**config.mk**
```make
export PLATFORM = sky130hd
export DESIGN_NAME = tod_xfer_seq
export DESIGN_NICKNAME = d
export VERILOG_FILES = /design/src/rtl/tod_pkg.sv /design/src/rtl/tod_bcd_split.sv /design/src/rtl/tod_us_timer.sv /design/src/rtl/tod_xfer_seq.sv
export SDC_FILE = /design/constraint.sdc
export NUM_CORES = 1
export LEC_CHECK = 0
export ABC_CLOCK_PERIOD_IN_PS = 3450
export BUFFER_PORTS_ARGS = -buffer_cell sky130_fd_sc_hd__buf_2
export CAP_MARGIN = 20
export CORE_MARGIN = 5
export CORE_UTILIZATION = 35
export CTS_BUF_LIST = sky130_fd_sc_hd__clkbuf_8
export DETAILED_ROUTE_END_ITERATION = 12
export GPL_TIMING_DRIVEN = 0
export SETUP_SLACK_MARGIN = 0.15
export SLEW_MARGIN = 20
export SYNTH_ARGS = -nofsm -noshare
export SYNTH_HDL_FRONTEND = slang
export SYNTH_SLANG_ARGS = --single-unit
```
**constraint.sdc**
```tcl
create_clock -name clk -period 3.45 [get_ports clk]
set_clock_uncertainty 0.1 [all_clocks]
set_input_delay 0.1725 -clock clk [delete_from_list [all_inputs] [get_ports clk]]
set_output_delay 0.1725 -clock clk [all_outputs]
set_load 0.01 [all_outputs]
```
**src/rtl/tod_pkg.sv**
```systemverilog
package tod_pkg;
  localparam int FW      = 7;           // binary field width
  localparam int NF      = 6;           // sec, min, hour, day, month, year
  localparam int DW      = 4;           // register nibble
  localparam int AW      = 4;           // register address
  localparam int LAST_IX = 2 * NF;      // weekday slot, last of the transfer
  localparam logic [AW-1:0] A_TINT  = 4'd13;
  localparam logic [AW-1:0] A_CTRL  = 4'd14;
  localparam logic [AW-1:0] A_CTRL2 = 4'd15;
  localparam int B_ADJ  = 0;
  localparam int B_BUSY = 1;
  localparam int B_OSC  = 2;

  typedef enum logic [1:0] {S_IDLE, S_ACCESS, S_DELAY, S_DONE} state_e;

  typedef enum logic [3:0] {
    P_INIT_RD, P_INIT_TINT, P_INIT_ADJ, P_INIT_POLL, P_INIT_CFG,
    P_INIT_CFG2, P_GATE_WR, P_GATE_RD, P_XFER
  } step_e;

  function automatic logic [FW-1:0] bcd_join(input logic [DW-1:0] tens,
                                             input logic [DW-1:0] ones);
    logic [7:0] acc;
    acc = {4'd0, tens} * 8'd10 + {4'd0, ones};
    return acc[FW-1:0];
  endfunction
endpackage

```
**src/rtl/tod_bcd_split.sv**
```systemverilog
module tod_bcd_split #(
  parameter int W      = 7,
  parameter bit MOD100 = 1'b0
) (
  input  logic [W-1:0] bin,
  output logic [3:0]   ones,
  output logic [3:0]   tens
);
  int unsigned vi;

  always_comb begin
    vi = {{(32-W){1'b0}}, bin};
    if (MOD100) vi = vi % 100;
    ones = 4'(vi % 10);
    tens = 4'(vi / 10);
  end
endmodule

```
**src/rtl/tod_us_timer.sv**
```systemverilog
module tod_us_timer #(
  parameter int CYC = 4
) (
  input  logic clk,
  input  logic rst_n,
  input  logic go,
  output logic expired
);
  localparam int CW = $clog2(CYC + 1);

  logic [CW-1:0] cnt_q, cnt_d;
  logic          run_q, run_d;

  always_comb begin
    cnt_d   = cnt_q;
    run_d   = run_q;
    expired = 1'b0;
    if (go) begin
      cnt_d = CW'(CYC - 1);
      run_d = 1'b1;
    end else if (run_q) begin
      if (cnt_q == '0) begin
        expired = 1'b1;
        run_d   = 1'b0;
      end else begin
        cnt_d = cnt_q - 1'b1;
      end
    end
  end

  always_ff @(posedge clk or negedge rst_n) begin
    if (!rst_n) begin
      cnt_q <= '0;
      run_q <= 1'b0;
    end else begin
      cnt_q <= cnt_d;
      run_q <= run_d;
    end
  end

  a_r3_go_starts_count: assert property (@(posedge clk) disable iff (!rst_n)
    go |=> run_q);
endmodule

```
**src/rtl/tod_xfer_seq.sv**
```systemverilog
module tod_xfer_seq import tod_pkg::*; #(
  parameter int          US_CYCLES  = 4,
  parameter int          GATE_TRIES = 10,
  parameter int          POLL_TRIES = 1000,
  parameter logic [3:0]  CTRL_CFG   = 4'b1000,
  parameter logic [3:0]  CTRL2_CFG  = 4'b0100
) (
  input  logic               clk,
  input  logic               rst_n,
  input  logic               init_req,
  input  logic               start,
  input  logic               wr_sel,
  input  logic [NF*FW-1:0]   tm_in,
  input  logic [2:0]         wday_in,
  output logic [NF*FW-1:0]   tm_out,
  output logic [2:0]         wday_out,
  output logic               done,
  output logic               err,
  output logic               time_valid,
  output logic               reg_ce,
  output logic               reg_req,
  output logic               reg_wr,
  output logic [AW-1:0]      reg_addr,
  output logic [DW-1:0]      reg_wdata,
  input  logic               reg_ack,
  input  logic [DW-1:0]      reg_rdata
);
  localparam int TMAX = (POLL_TRIES > GATE_TRIES) ? POLL_TRIES : GATE_TRIES;
  localparam int TW   = $clog2(TMAX + 1);

  state_e              state_q, state_d;
  step_e               step_q, step_d;
  logic [AW-1:0]       idx_q, idx_d;
  logic [TW-1:0]       tries_q, tries_d;
  logic                ce_q, ce_d, valid_q, valid_d, err_q, err_d;
  logic                opwr_q, opwr_d;
  logic [DW-1:0]       ones_q, ones_d;
  logic [NF*FW-1:0]    out_q, out_d;
  logic [2:0]          wday_q, wday_d;
  logic                tmr_go, tmr_exp;

  // Decimal split of every outgoing field; the year wraps at 100.
  logic [3:0] w_ones [NF];
  logic [3:0] w_tens [NF];
  logic [3:0] wnib   [16];

  for (genvar g = 0; g < NF; g++) begin : g_split
    tod_bcd_split #(.W(FW), .MOD100(g == NF - 1)) u_split (
      .bin (tm_in[g*FW +: FW]),
      .ones(w_ones[g]),
      .tens(w_tens[g])
    );
  end

  always_comb begin
    for (int k = 0; k < 16; k++) wnib[k] = 4'd0;
    for (int f = 0; f < NF; f++) begin
      wnib[2*f]   = w_ones[f];
      wnib[2*f+1] = w_tens[f];
    end
    wnib[LAST_IX] = {1'b0, wday_in};
  end

  tod_us_timer #(.CYC(US_CYCLES)) u_timer (
    .clk(clk), .rst_n(rst_n), .go(tmr_go), .expired(tmr_exp)
  );

  // Access decode for the current step.
  always_comb begin
    reg_addr  = A_CTRL;
    reg_wr    = 1'b0;
    reg_wdata = CTRL_CFG;
    case (step_q)
      P_INIT_TINT: begin reg_addr = A_TINT; reg_wr = 1'b1; reg_wdata = 4'd0; end
      P_INIT_ADJ:  begin reg_wr = 1'b1; reg_wdata = CTRL_CFG | 4'(1 << B_ADJ); end
      P_INIT_CFG,
      P_GATE_WR:   reg_wr = 1'b1;
      P_INIT_CFG2: begin reg_addr = A_CTRL2; reg_wr = 1'b1; reg_wdata = CTRL2_CFG; end
      P_XFER:      begin reg_addr = idx_q; reg_wr = opwr_q; reg_wdata = wnib[idx_q]; end
      default:     ;
    endcase
  end

  // Sequencer next state.
  always_comb begin
    state_d = state_q; step_d = step_q; idx_d = idx_q; tries_d = tries_q;
    ce_d = ce_q; valid_d = valid_q; err_d = err_q; opwr_d = opwr_q;
    ones_d = ones_q; out_d = out_q; wday_d = wday_q; tmr_go = 1'b0;
    case (state_q)
      S_IDLE: begin
        if (init_req) begin
          err_d = 1'b0; ce_d = 1'b1; step_d = P_INIT_RD; state_d = S_ACCESS;
        end else if (start) begin
          err_d = 1'b0; opwr_d = wr_sel;
          if (!wr_sel && !valid_q) begin
            err_d = 1'b1; state_d = S_DONE;
          end else begin
            ce_d = 1'b1; tries_d = '0; step_d = P_GATE_WR; state_d = S_ACCESS;
          end
        end
      end
      S_ACCESS: if (reg_ack) begin
        case (step_q)
          P_INIT_RD: begin
            if (!reg_rdata[B_OSC]) begin
              valid_d = 1'b1; ce_d = 1'b0; state_d = S_DONE;
            end else begin
              valid_d = 1'b0; step_d = P_INIT_TINT;
            end
          end
          P_INIT_TINT: step_d = P_INIT_ADJ;
          P_INIT_ADJ:  begin tries_d = '0; step_d = P_INIT_POLL; end
          P_INIT_POLL: begin
            if (!reg_rdata[B_BUSY]) step_d = P_INIT_CFG;
            else if (tries_q == TW'(POLL_TRIES - 1)) begin
              err_d = 1'b1; ce_d = 1'b0; state_d = S_DONE;
            end else begin
              tries_d = tries_q + 1'b1; tmr_go = 1'b1; state_d = S_DELAY;
            end
          end
          P_INIT_CFG:  step_d = P_INIT_CFG2;
          P_INIT_CFG2: begin ce_d = 1'b0; state_d = S_DONE; end
          P_GATE_WR:   step_d = P_GATE_RD;
          P_GATE_RD: begin
            if (!reg_rdata[B_BUSY]) begin
              idx_d = '0; step_d = P_XFER;
            end else if (tries_q == TW'(GATE_TRIES - 1)) begin
              err_d = 1'b1; ce_d = 1'b0; state_d = S_DONE;
            end else begin
              tries_d = tries_q + 1'b1; ce_d = 1'b0; step_d = P_GATE_WR;
              tmr_go = 1'b1; state_d = S_DELAY;
            end
          end
          default: begin // P_XFER
            if (!opwr_q) begin
              if (idx_q == AW'(LAST_IX)) wday_d = reg_rdata[2:0];
              else if (!idx_q[0])        ones_d = reg_rdata;
              else out_d[int'(idx_q[3:1])*FW +: FW] = bcd_join(reg_rdata, ones_q);
            end
            if (idx_q == AW'(LAST_IX)) begin
              if (opwr_q) valid_d = 1'b1;
              ce_d = 1'b0; state_d = S_DONE;
            end else begin
              idx_d = idx_q + 1'b1;
            end
          end
        endcase
      end
      S_DELAY: if (tmr_exp) begin ce_d = 1'b1; state_d = S_ACCESS; end
      default: state_d = S_IDLE; // S_DONE
    endcase
  end

  always_ff @(posedge clk or negedge rst_n) begin
    if (!rst_n) begin
      state_q <= S_IDLE; step_q <= P_INIT_RD; idx_q <= '0; tries_q <= '0;
      ce_q <= 1'b0; valid_q <= 1'b0; err_q <= 1'b0; opwr_q <= 1'b0;
      ones_q <= '0; out_q <= '0; wday_q <= '0;
    end else begin
      state_q <= state_d; step_q <= step_d; idx_q <= idx_d; tries_q <= tries_d;
      ce_q <= ce_d; valid_q <= valid_d; err_q <= err_d; opwr_q <= opwr_d;
      ones_q <= ones_d; out_q <= out_d; wday_q <= wday_d;
    end
  end

  assign done       = (state_q == S_DONE);
  assign err        = err_q;
  assign time_valid = valid_q;
  assign reg_ce     = ce_q;
  assign reg_req    = (state_q == S_ACCESS);
  assign tm_out     = out_q;
  assign wday_out   = wday_q;

  a_r2_req_needs_ce: assert property (@(posedge clk) disable iff (!rst_n)
    reg_req |-> reg_ce);
  a_r2_req_holds_addr: assert property (@(posedge clk) disable iff (!rst_n)
    (reg_req && !reg_ack) |=> (reg_req && $stable(reg_addr) && $stable(reg_wr)));
  a_r3_ce_off_in_backoff: assert property (@(posedge clk) disable iff (!rst_n)
    (state_q == S_DELAY && step_q == P_GATE_WR) |-> !reg_ce);
  a_r9_invalid_read_fails: assert property (@(posedge clk) disable iff (!rst_n)
    (state_q == S_IDLE && !init_req && start && !wr_sel && !valid_q) |=> (done && err && !reg_ce));
  a_r10_valid_rises_clean: assert property (@(posedge clk) disable iff (!rst_n)
    $rose(time_valid) |-> (done && !err));
  a_r11_ce_off_at_done: assert property (@(posedge clk) disable iff (!rst_n)
    done |-> !reg_ce);
  a_r12_done_single: assert property (@(posedge clk) disable iff (!rst_n)
    done |=> !done);
endmodule

```
* Word-level counts from Yosys, hierarchy flattened *
Index checks and enable logic that the tools add are counted.

word-level totals
  register bits after elaboration = 77
  bits in latches = 0
  bits in writable memories = 0
  ROM bits = 0
  input bits = 55
  output and inout bits = 59
  logic and storage cells = 196
  memories kept = 0

cells by class
  add/subtract/negate cells = 5
  multipliers = 2
  div/mod/pow operators = 13
  magnitude comparators = 1
  eq/ne operators = 39
  shifts and indexed selects = 2
  muxes and demuxes = 85
  bitwise gates (word level) = 8
  reduce and logical (&&, ||, !) cells = 28

operators with widths
  operator                   count
  $div A7 B4 Y32 const B     5
  $mod A7 B4 Y32 const B     5
  $mux W10                   8
  $mux W4                    12
  $bwmux W42                 1
  $shift A7 B33 Y42 const A  1
  $shiftx A7 B33 Y42         1
  $mux W1                    35
  $ne A3 B3 Y1 const B       11
  $neg A6 Y33                1
  $div A32 B4 Y32 const B    1
  $mod A32 B4 Y32 const B    1
  $mod A7 B7 Y32 const B     1
  $pmux W10 S3               1
  $pmux W4 S7                1
  $reduce_and A8 Y1          3
  $pmux W10 S2               1
  $mux W2                    9
  $bmux W4 S4                1
  $eq A4 B3 Y1 const B       4
  $pmux W4 S2                2
  $pmux W4 S4                1
  $reduce_and A5 Y1          3
  $ne A2 B2 Y1 const B       7
  other kinds (45)           67

* Longest topological paths before layout *
Gate-level depths: netlist (run 1).

  word-level depth = 9
  depth in mapped cells = 15
  mapped depth without buffers = 14

* Cells and area by module *
A second synthesis (run 1) with hierarchy kept.

unflattened totals
  cell total of the unflattened synthesis = 922
  area total of the unflattened synthesis = 7,882.6 um^2

by module, submodules not included
  module                                  times used  cells each  area an instance (um^2)  seq. area each (um^2)
  tod_xfer_seq                            1           431         4,401.7                  1,826.8
  tod_bcd_split (g_split[0].u_split ...)  5           73          503.0                    0.0
  tod_bcd_split (g_split[5].u_split)      1           105         748.2                    0.0
  tod_us_timer                            1           21          217.7                    100.1

* Worst setup path before layout (run 1) *
No wires, ideal clock.

  path kind = input to output
  start point = in tm_in[32]
  end point = out reg_wdata[2]
  arrival time = 2.760 ns
  data required time = 3.178 ns
  slack = 0.418 ns
  cell stages on the path = 14
  buffers on the path = 1
  cell sequence = buf_4 nor2_1 inv_1 ha_1 nor4bb_1 a2111o_1 a22o_1 o221a_1 and3_1 ha_1 o21a_1 o221ai_1 a31oi_1 o22ai_2

on the way
  longest elaborated chain between the ends = 5
  elaborated cells between the ends (all ways) = 6
  those cells by class = 2 x div; 4 x mux

RTL lines
  what                                              line                                      RTL
  from (decl)                                       tod_xfer_seq.sv:13                        input logic [NF*FW-1:0] tm_in,
  $div A7 B4 Y32 or $mod A7 B4 Y32 (tied branches)  tod_bcd_split.sv:15, tod_bcd_split.sv:14
  $bmux W4 S4 *                                     tod_xfer_seq.sv:79                        P_XFER: begin reg_addr = idx_q; reg_wr = opwr_q; reg_wdata = wnib[idx_q]; end
  $mux W4 (implied by the code) * (2 in series)     tod_xfer_seq.sv:79
  $pmux W4 S4 *                                     tod_xfer_seq.sv:73                        case (step_q)
  to (decl)                                         tod_xfer_seq.sv:24                        output logic [DW-1:0] reg_wdata,

Mark *: on every way between the ends. The rest lies on a longest branch, timed or not. The select of a mux whose other input is x is not followed.

* Final worst setup path (run 1) *
  start point = in tm_in[12]
  end point = out reg_wdata[2]

Same word-level chain as after synthesis.

==> impl_results.md, run 1 <==
* Post-synth top area cell: dfrtp_1
* Post-synth top area share at 25.11%
* Count of state elements after synthesis at 77
* Critical Path Source Type: primary input
* Die Wd at 158.1 µm
* DP Cell Count at between 1000 and 1500
* Fin util at a little over two fifths
* Vias in the first global route at 7541
* Worst-Skew Late Latency at between 300 and 400 ps
* Average wire per standard cell at between 15 and 20 µm
* Max Cap Viol at 0
* Worst path cell trace: buf_8 -> buf_6 -> or2_4 -> ha_4 -> and2b_2 -> maj3_2 -> nor3_2 -> a311oi_2 -> xnor2_2 -> or4_4 -> o211ai_2 -> a221oi_2 -> o22ai_2 -> buf_2
* Status: completed
* Data arrival, critical path at 3030 ps
* Initial antenna violation count at 1
* Leak at 4.011 nW
* Total Wirelength at 23790 µm
* Global Route Usage Sum at around 18%
* Die Y at 158.1 µm
* Peak supply drop at 0.3087 mV
* Avg Cell Area, Syn at a little under 8 µm²
* Core Region at 0.02169 mm²
* Critical path class: primary input to output pin
* Fin. Hold Viols at 0
* Non-Filler Instances at approximately 1400
* CP max FO at 5
* Setup ws final at roughly 150 ps
* I/O pin count at approximately 110
* Crit path launch: tm_in[12]
* Final period util at about 96%
* Ratio of cells with drive above 1 in the final layout at about a quarter
* Req. time, crit path at around 3200 ps
* Design area at around 0.0094 mm²
* WHS at about 35 ps
* Initial DRC Count at slightly above 700
* CP Capture Type: output pin
* Post-synthesis async set-or-reset flop share at 100.0%
* EDFF count, synth at 0
* PortBufs at between 100 and 150
* Buffers & Inverters on Critical Path at 3
* Yosys warns at 0
* HP Class: primary input to flop
* Max frequency at 0.3028 GHz
* Drt first pass iters at 8
* RSZ-0062 raised after global routing: true
* Top cells by area, synth: dfrtp_1 25%, o21ai_0 5.4%, nand2_1 5.4%, mux2_2 4.7%, a21oi_1 4.4%
* Critical-path top delay cell: or4_4
* Die Area at 0.02499 mm²
* Initial Util at a little over a third
* Nets at ~1200
* Mapped cell area at 0.007674 mm²
* CP delay by family, top: simple AND/OR/NAND/NOR gates
* First-pass GRT wire length at approximately 38000 µm
* Layout Area Growth over Synthesis at 22.53%
* Congestion Overflow GR at 0
* Final setup viols at 0
* Syn nets at ~1100
* Slew @ Worst Pin at around 800 ps
* Filler cells at 2187
* H-tree depth at 3
* Pwr Density at 437.4 mW/mm²
* Final Max Slew Viols at 0
* Final ANT Viol Nets at 0
* Critical hold path startpoint: reg_rdata[0]
* Worst R2R Start: idx_q[1]
* Slowest stage delay, CP at approximately 540 ps
* Worst-path clk slew at around 70 ps
* Main synth FF type: dfrtp_1
* Final GP Congestion at around 0.91
* Dpl ws at -221.9 ps
* DRC viols at 0
* DP Area at 0.008594 mm²
* Sequential area share after synthesis at 25.11%
* Crit path time final at approximately 3300 ps
* TritonCTS clock tree: built
* HPWL Detailed at ~18000 µm
* Slew headroom at a little under half
* Largest net degree at the start of global routing at 52
* Longest Clk Path Bufs at 2
* Num CTS Buffers at 9
* Vias at a little over 8000
* Root Buffer: clkbuf_8
* Vias/cell at 5.710
* Count of cell types in the netlist at 100
* Post-Synthesis Cells at around 1000
* Rows at 54
* Clock sinks at between 70 and 80
==> sequential cells by signal, indices dropped and copies added, names as in the netlist <==
signal,cells
idx_q,4
wday_out,3
tm_out,42
err,1
step_q,4
tries_q,10
opwr_q,1
reg_ce,1
u_timer.run_q,1
time_valid,1
state_q,2
u_timer.cnt_q,3
ones_q,4
==> per-stage QoR <==
| stage | setup TNS, ps | power, W |
|---|---|---|
| after floorplan | 0 | 0.002644 |
| after global placement | -878.5 | 0.003264 |
| after detailed placement | -963.2 | 0.003284 |
| after CTS | 0 | 0.004066 |
| after global routing | 0 | 0.004438 |
| final | 0 | 0.004113 |
==> final cells by class <==
cell class | count | area [µm²] | area share [%]
Multi-Input combinational cell | 803 | 5632 | 59.89
Sequential cell | 77 | 1927 | 20.49
Timing Repair Buffer | 138 | 818.3 | 8.703
Tap cell | 280 | 350.3 | 3.726
Buffer | 61 | 304.0 | 3.234
Inverter | 47 | 176.4 | 1.876
Clock buffer | 10 | 137.6 | 1.464
Clock inverter | 5 | 52.55 | 0.5589
Antenna cell | 2 | 5.005 | 0.05323
==> report_power, final <==
part / internal, W / switching [W]
registers: 0.00103 / 0.000143
clock network: 0.000346 / 0.000328
logic: 0.000839 / 0.00143
total: 0.00221 / 0.00190
==> cells in the mapped netlist, types with 6 or more instances <==
library cell,instances
a211oi_1,13
a21o_1,7
a21oi_1,67
a221oi_1,6
a31oi_1,19
buf_2,16
buf_4,7
clkbuf_1,35
dfrtp_1,77
ha_1,26
inv_1,43
mux2_2,32
mux2i_1,10
nand2_1,110
nand2b_1,25
nand3_1,34
nand3b_1,11
nand4_1,10
nor2_1,81
nor2b_1,22
nor3_1,21
nor3b_1,8
o2111ai_1,9
o211ai_1,14
o21a_1,9
o21ai_0,83
o21ai_1,10
o22ai_1,12
o31ai_1,6
xnor2_1,18
==> cell families (layout without fill, tap and decap cells) <==
| logic type | count (synthesis) | after routing | synth area share (%) |
|---|---|---|---|
| buffers and inverters | 108 | 261 | 5.984 |
| DFF | 77 | 77 | 25.11 |
| AOI/OAI and AO/OA | 335 | 335 | 29.97 |
| adders and majority gates | 33 | 33 | 5.446 |
| other | 0 | 2 | 0 |
| and+or+nand+nor | 372 | 372 | 24.91 |
| muxes | 43 | 43 | 6.196 |
| xor gates and xnor gates | 20 | 20 | 2.381 |
==> per-layer routing <==
layer | global-route usage [%] | wire length, µm
met2 | 29.47 | 11060
met4 | 4.915 | 531
met5 | 0 | 0
met1 | 25.57 | 10880
met3 | 3.362 | 1325
==> placed cells by master, fill, tap and decap left out, drive strengths merged, types with 26 or more instances in the layout <==
cell type    n
dfrtp       77
nand2b      26
nand3       34
buf        160
nor2        82
a21oi       67
mux2        33
o21ai       93
clkbuf      45
nand2      110
ha          26
inv         46
==> worst register-to-register path, delay by kind of cell, from the launching register on <==
kind,cells,cell delay (ps)
adder cells (fa/ha/maj),1,250
buffers and inverters,4,910
flip-flops,1,410
multiplexers,1,350
AND/OR/NAND/NOR,3,890
==> final timing paths <==
| kind | endpoint | slack [ps] | depth (start not counted) |
|---|---|---|---|
| max | reg_wdata[2] | 150 | 14 |
| min | ones_q[0] | 40 | 2 |
| max reg2reg | tm_out[15] | 420 | 9 |
| min reg2reg | tm_out[13] | 380 | 2 |
| max in group asynchronous | u_timer.cnt_q[1] | 2490 | 3 |
| min in group asynchronous | tm_out[0] | 180 | 2 |
==> what timing repair did <==
action | CTS | global route
setup buffers | 9 | 16
pin swaps | 22 | 29
gates resized for setup | 50 | 35
setup endpoints to repair | 25 | 30
endpoints found under the hold margin | 34 | 0
hold buffers | 4 | 0
Power figures use the tool's default switching activity.
==> run 2: changes to the inputs <==
Settings changed: ABC_CLOCK_PERIOD_IN_PS 3450 to 3700, CTS_BUF_LIST sky130_fd_sc_hd__clkbuf_8 to unset.
Clock period 3.45 ns to 3.7 ns, I/O delays scaled along.
==> run 2 against run 1 <==
  * Register-to-register slack about the same
  * First-iteration DRC count up 2.3%
  * Clock-buffer cell count up 1
  * Worst setup slack better by 40 ps
  * Cell count down 1.8%
  * Design area down 3.4%
  * Combinational power down 11%
  * Via count down 1.4%
  * Clock power up 29%
  * Die area unchanged
  * Largest cell class unchanged
  * Highest routed layer unchanged
==> impl_results.md, run 2 (same netlist as run 1, synthesis figures left out) <==
* Max Cap Viol at 0 (unchanged)
* Ratio of cells with drive above 1 in the final layout at 22.04% (was 25.59%)
* Total Wirelength at 23040 µm (was 23790 µm)
* Setup_tns at 0 ps (unchanged)
* Final ANT Viol Nets at 0 (unchanged)
* Dpl ws at 3.106 ps (was -221.9 ps)
* Setup ws final at 187.5 ps (was 147.0 ps)
* DP Cell Count at 1377 (unchanged)
* Rows at 54 (unchanged)
* Buffers & Inverters on Critical Path at 4 (was 3)
* Vias in the first global route at 7347 (was 7541)
* Critical-path top delay cell: a2111o_1 (was or4_4)
* Final setup viols at 0 (unchanged)
* DRC viols at 0 (unchanged)
* Congestion Overflow GR at 0 (unchanged)
* Final GP Congestion at 0.9052 (unchanged)
* Initial antenna violation count at 1 (unchanged)
* Worst path cell trace: buf_2 -> buf_4 -> nor2_4 -> inv_1 -> ha_1 -> nor4bb_1 -> a2111o_1 -> a22o_2 -> o221a_1 -> and3_1 -> ha_1 -> o21a_1 -> o221ai_1 -> a31oi_1 -> o22ai_2 -> buf_2 (was buf_8 -> buf_6 -> or2_4 -> ha_4 -> and2b_2 -> maj3_2 -> nor3_2 -> a311oi_2 -> xnor2_2 -> or4_4 -> o211ai_2 -> a221oi_2 -> o22ai_2 -> buf_2)
* HP Class: primary input to flop (unchanged)
* Layout Area Growth over Synthesis at 18.39% (was 22.53%)
* Filler cells at 2217 (was 2187)
* Req. time, crit path at 3410 ps (was 3180 ps)
* Initial Util at 35.38% (unchanged)
* Pwr Density at 439.2 mW/mm² (was 437.4 mW/mm²)
* Final period util at roughly 95%
* Peak supply drop at 0.3173 mV (was 0.3087 mV)
* Die Y at 158.1 µm (unchanged)
* I/O pin count at 114 (unchanged)
* Critical Path Source Type: primary input (unchanged)
* Global Route Usage Sum at 18.01% (was 18.38%)
* FF-to-FF path depth at 9 (unchanged)
* Clock sinks at 77 (unchanged)
* Slowest stage delay, CP at 340 ps (was 540 ps)
* Vias/cell at 5.734 (was 5.710)
* RSZ-0062 raised after global routing: true (unchanged)
* Initial DRC Count at 720 (was 704)
* Slew @ Worst Pin at 816.5 ps (was 792.7 ps)
* Data arrival, critical path at 3230 ps (was 3030 ps)
* Status: completed (unchanged)
* Hold endpoint: time_valid (was ones_q[0])
* CP delay by family, top: compound AO/OA/AOI/OAI gates (was simple AND/OR/NAND/NOR gates)
* Leak at 3.869 nW (was 4.011 nW)
* Worst-Skew Late Latency at 330 ps (was 360 ps)
* Largest net degree at the start of global routing at 52 (unchanged)
* H-tree depth at 3 (unchanged)
* Hold path depth at 2 (unchanged)
* TritonCTS clock tree: built (unchanged)
* Max frequency at 0.2847 GHz
* Slew headroom at 45.57% (was 47.15%)
* Non-Filler Instances at 1398 (was 1423)
* Most common cell after layout, fill and taps aside: buf_2 (unchanged)
* First-pass GRT wire length at 37470 µm (was 38240 µm)
* RR Endpoint: tm_out[39] (was tm_out[15])
* Num CTS Buffers at 9 (unchanged)
* Fin. Hold Viols at 0 (unchanged)
* CP max FO at 10 (was 5)
* DP Area at 0.008594 mm² (unchanged)
* CP Capture Type: output pin (unchanged)
* Crit path time final at between 3000 and 4000 ps
* Most frequent cells in the layout: 125 x buf_2, 110 x nand2_1, 82 x o21ai_0, 77 x nor2_1, 77 x dfrtp_1 (was 121 x buf_2, 110 x nand2_1, 81 x o21ai_0, 77 x nor2_1, 77 x dfrtp_1)
* Levels on crit path at 16 (was 14)
* Final Max Slew Viols at 0 (unchanged)
* Die Area at 0.02499 mm² (unchanged)
* FF-to-FF setup slack at 420 ps (about the same)
* Design area at 0.009085 mm² (was 0.009403 mm²)
* Max FFs per register at 42 (unchanged)
* Critical hold path startpoint: reg_rdata[2] (was reg_rdata[0])
* Vias at 8016 (was 8126)
* Core Region at 0.02169 mm² (unchanged)
* Root Buffer: clkbuf_16 (was clkbuf_8)
* Die Wd at 158.1 µm (unchanged)
* Worst-path clk slew at 60 ps (was 70 ps)
* PortBufs at 108 (unchanged)
* Worst R2R Start: idx_q[1] (unchanged)
* Nets at 1195 (was 1220)
* Critical path class: primary input to output pin (unchanged)
* Drt first pass iters at 7 (was 8)
* HPWL Detailed at 17520 µm (unchanged)
* Average wire per standard cell at 16.48 µm (was 16.72 µm)
* Longest Clk Path Bufs at 2 (unchanged)
## run 2: how the worst max path moves through the flow
stage               from      endpoint  slack [ps]
2_1_floorplan  tm_in[32]  reg_wdata[2]         640
4_1_cts        tm_in[26]  reg_wdata[1]         150
5_1_grt        tm_in[32]  reg_wdata[2]           8
6_report       tm_in[32]  reg_wdata[2]         190
3_5_place_dp   tm_in[26]  reg_wdata[1]           3
3_3_place_gp   tm_in[32]  reg_wdata[2]          20
## run 2: power breakdown
group          internal (W)  leakage (nW)  total [W]  switching, W
sequential         0.000961          1.05    0.00109      0.000132
combinational      0.000730          2.68    0.00203       0.00130
clock              0.000536         0.145   0.000869      0.000334
total               0.00223          3.87    0.00399       0.00176
## run 2: area by class of cell
class	count	area (µm²)	share of cell area, %
Multi-Input combinational cell	803	5445	59.94
Sequential cell	77	1927	21.21
Timing Repair Buffer	113	603.1	6.638
Tap cell	280	350.3	3.856
Buffer	61	286.5	3.154
Clock buffer	11	242.7	2.672
Inverter	47	176.4	1.942
Clock inverter	4	48.80	0.5371
Antenna cell	2	5.005	0.05509
## run 2: metal layers
layer	routed length [µm]	up-vias	GRT usage [%]
met2	10700	210	28.80
li1	-	3925	-
met5	0	-	0
met4	502	0	4.996
met1	10640	3844	25.13
met3	1187	37	3.116
## run 2: timing repair
item / in CTS / in global routing
hold buffers: 1 / 0
gates resized for setup: 14 / 25
hold endpoints to repair: 26 / 0
setup buffers: 0 / 3
pin swaps: 3 / 13
endpoints found under the setup margin: 5 / 26
## run 2: through the flow
stage / util, % / power, W / hold WS (ps)
4_1_cts: 41.30 / 0.003969 / 17.11
6_report: 41.89 / 0.003990 / 24.76
5_1_grt: 41.88 / 0.004292 / 27.15
3_5_place_dp: 39.63 / 0.003062 / 32.47
2_1_floorplan: - / 0.002465 / -210.6
3_3_place_gp: 39.49 / 0.003044 / 355.4
==> run 3: changes to the inputs <==
Settings changed: CORE_UTILIZATION 35 to 45, PLACE_DENSITY set to 0.65.
==> run 3 against run 2 <==
  * Sequential share of layout area increased by 0.30 points
  * Non-clock buffer count stayed put
  * Worst hold slack improved by 9.8 ps
  * Clock-buffer cell count down 1
  * Design area shrank 1.4%
  * Routed wire length down 3.2%
  * Flip-flop and latch count stayed put
  * Maximum frequency increased by 1.8%
  * Largest cell class unchanged
  * Largest power group unchanged
==> impl_results.md, run 3 (same netlist as run 1, synthesis figures left out) <==
* Buffers & Inverters on Critical Path at 4 (unchanged)
* Final ANT Viol Nets at 0 (unchanged)
* Initial antenna violation count at 1 (unchanged)
* Final setup viols at 0 (unchanged)
* Data arrival, critical path at 3170 ps (was 3230 ps)
* Most common cell after layout, fill and taps aside: buf_2 (unchanged)
* Critical path class: primary input to output pin (unchanged)
* Final Max Slew Viols at 0 (unchanged)
* Critical Path Source Type: primary input (unchanged)
* Core Region at 0.01664 mm² (was 0.02169 mm²)
* Vias/cell at 5.989 (was 5.734)
* Layout Area Growth over Synthesis at 16.76% (was 18.39%)
* Initial DRC Count at 591 (was 720)
* Max frequency at 0.2898 GHz (was 0.2847 GHz)
* Die Y at 140.6 µm (was 158.1 µm)
* Drt first pass iters at 5 (was 7)
* Most frequent cells in the layout: 125 x buf_2, 110 x nand2_1, 83 x o21ai_0, 77 x nor2_1, 77 x dfrtp_1 (was 125 x buf_2, 110 x nand2_1, 82 x o21ai_0, 77 x nor2_1, 77 x dfrtp_1)
* Dpl ws at 34.21 ps (was 3.106 ps)
* CP Capture Type: output pin (unchanged)
* First-pass GRT wire length at 36870 µm (was 37470 µm)
* Vias at 8013 (was 8016)
* Global Route Usage Sum at 21.98% (was 18.01%)
* Nets at 1195 (unchanged)
* Final GP Congestion at 0.9509 (was 0.9052)
* Design area at 0.008960 mm² (was 0.009085 mm²)
* Die Area at 0.01976 mm² (was 0.02499 mm²)
* Fin util at 53.84% (was 41.89%)
* FF-to-FF setup slack at 410 ps (was 420 ps)
* Setup ws final at 248.8 ps (was 187.5 ps)
* HP Class: primary input to flop (unchanged)
* HPWL Detailed at 16790 µm (was 17520 µm)
* Peak supply drop at 0.4153 mV (was 0.3173 mV)
* Crit path time final at 3451 ps (was 3513 ps)
* Worst-path clk slew at 60 ps (about the same)
* Longest Clk Path Bufs at 2 (unchanged)
* Max FFs per register at 42 (unchanged)
* I/O pin count at 114 (unchanged)
* Clock sinks at 77 (unchanged)
* CP max FO at 7 (was 10)
* Rows at 47 (was 54)
* Leak at 3.847 nW (was 3.869 nW)
* DRC viols at 0 (unchanged)
* Pwr Density at 442.9 mW/mm² (was 439.2 mW/mm²)
* Fin. Hold Viols at 0 (unchanged)
* Max Cap Viol at 0 (unchanged)
* Initial Util at 46.11% (was 35.38%)
* CP delay by family, top: compound AO/OA/AOI/OAI gates (unchanged)
* Largest net degree at the start of global routing at 41 (was 52)
* DP Area at 0.008512 mm² (was 0.008594 mm²)
* Worst-Skew Late Latency at 330 ps (about the same)
* Filler cells at 1608 (was 2217)
* Congestion Overflow GR at 0 (unchanged)
* Slew headroom at 45.83% (was 45.57%)
* Total Wirelength at 22300 µm (was 23040 µm)
* PortBufs at 108 (unchanged)
* RSZ-0062 raised after global routing: true (unchanged)
* Req. time, crit path at 3410 ps (about the same)
* Average wire per standard cell at 16.67 µm (was 16.48 µm)
* Slowest stage delay, CP at 430 ps (was 340 ps)
* Setup_tns at 0 ps (unchanged)
* Final period util at 93.28% (was 94.93%)
* Num CTS Buffers at 9 (unchanged)
* TritonCTS clock tree: built (unchanged)
* Root Buffer: clkbuf_16 (unchanged)
* Ratio of cells with drive above 1 in the final layout at 21.58% (was 22.04%)
* Critical-path top delay cell: a311o_2 (was a2111o_1)
* Worst path cell trace: buf_2 -> nor2_2 -> inv_2 -> ha_1 -> nand3b_2 -> o311ai_2 -> a32o_2 -> o211ai_1 -> a311o_2 -> buf_4 -> o211ai_1 -> o211ai_1 -> a32o_1 -> buf_2 (was buf_2 -> buf_4 -> nor2_4 -> inv_1 -> ha_1 -> nor4bb_1 -> a2111o_1 -> a22o_2 -> o221a_1 -> and3_1 -> ha_1 -> o21a_1 -> o221ai_1 -> a31oi_1 -> o22ai_2 -> buf_2)
* Die Wd at 140.6 µm (was 158.1 µm)
* Vias in the first global route at 7306 (was 7347)
* CP dominant cell by count: o211ai_1
* Slew @ Worst Pin at 812.5 ps (was 816.5 ps)
* H-tree depth at 3 (unchanged)
* Status: completed (unchanged)
==> run 3: stage by stage <==
step	instances	total power, W	hold slack [ps]
final	1338	0.003968	34.52
after global routing	1338	0.004278	38.08
after CTS	1335	0.003946	26.83
after detailed placement	1317	0.003036	95.88
after global placement	1316	0.003019	354.2
after floorplan	988	0.002465	-210.6
==> run 3: final timing paths <==
kind / startpoint / to / cells after the start
hold / removal: reg_rdata[2] / time_valid / 2
setup reg to reg: idx_q[1] / tm_out[4] / 8
hold reg to reg: tm_out[35] / tm_out[35] / 2
max in group asynchronous: rst_n / tm_out[14] / 3
setup / recovery: tm_in[26] / reg_wdata[0] / 14
min in group asynchronous: rst_n / tm_out[41] / 2
==> run 3: power breakdown <==
group | switching [W] | internal [W] | leakage, nW
Combinational | 0.00127 | 0.000723 | 2.66
Clock | 0.000346 | 0.000538 | 0.140
Sequential | 0.000134 | 0.000961 | 1.05
Total | 0.00175 | 0.00222 | 3.85
==> run 3: final cells by class <==
type / instances / area, µm² / share of cell area, %
timing repair buffer: 113 / 595.6 / 6.647
buffer: 61 / 286.5 / 3.198
clock inverter: 6 / 62.56 / 0.6982
multi-input combinational: 803 / 5395 / 60.22
tap: 220 / 275.3 / 3.072
inverter: 47 / 176.4 / 1.969
sequential: 77 / 1927 / 21.51
clock buffer: 10 / 239.0 / 2.667
antenna: 1 / 2.502 / 0.02793
==> run 3: routing by layer <==
layer	vias up	GRT usage, %	part of all wire, %
met2	264	35.33	46
li1	3938	-	-
met1	3790	31.77	46
met5	-	0	0
met4	0	3.927	1.2
met3	21	3.319	6.1
==> run 3: what timing repair did <==
action | CTS | global route
gates resized for setup | 8 | 20
setup endpoints to repair | 5 | 20
hold endpoints to repair | 37 | 0
pin swaps | 1 | 11
hold buffers | 1 | 0
setup buffers | 1 | 2
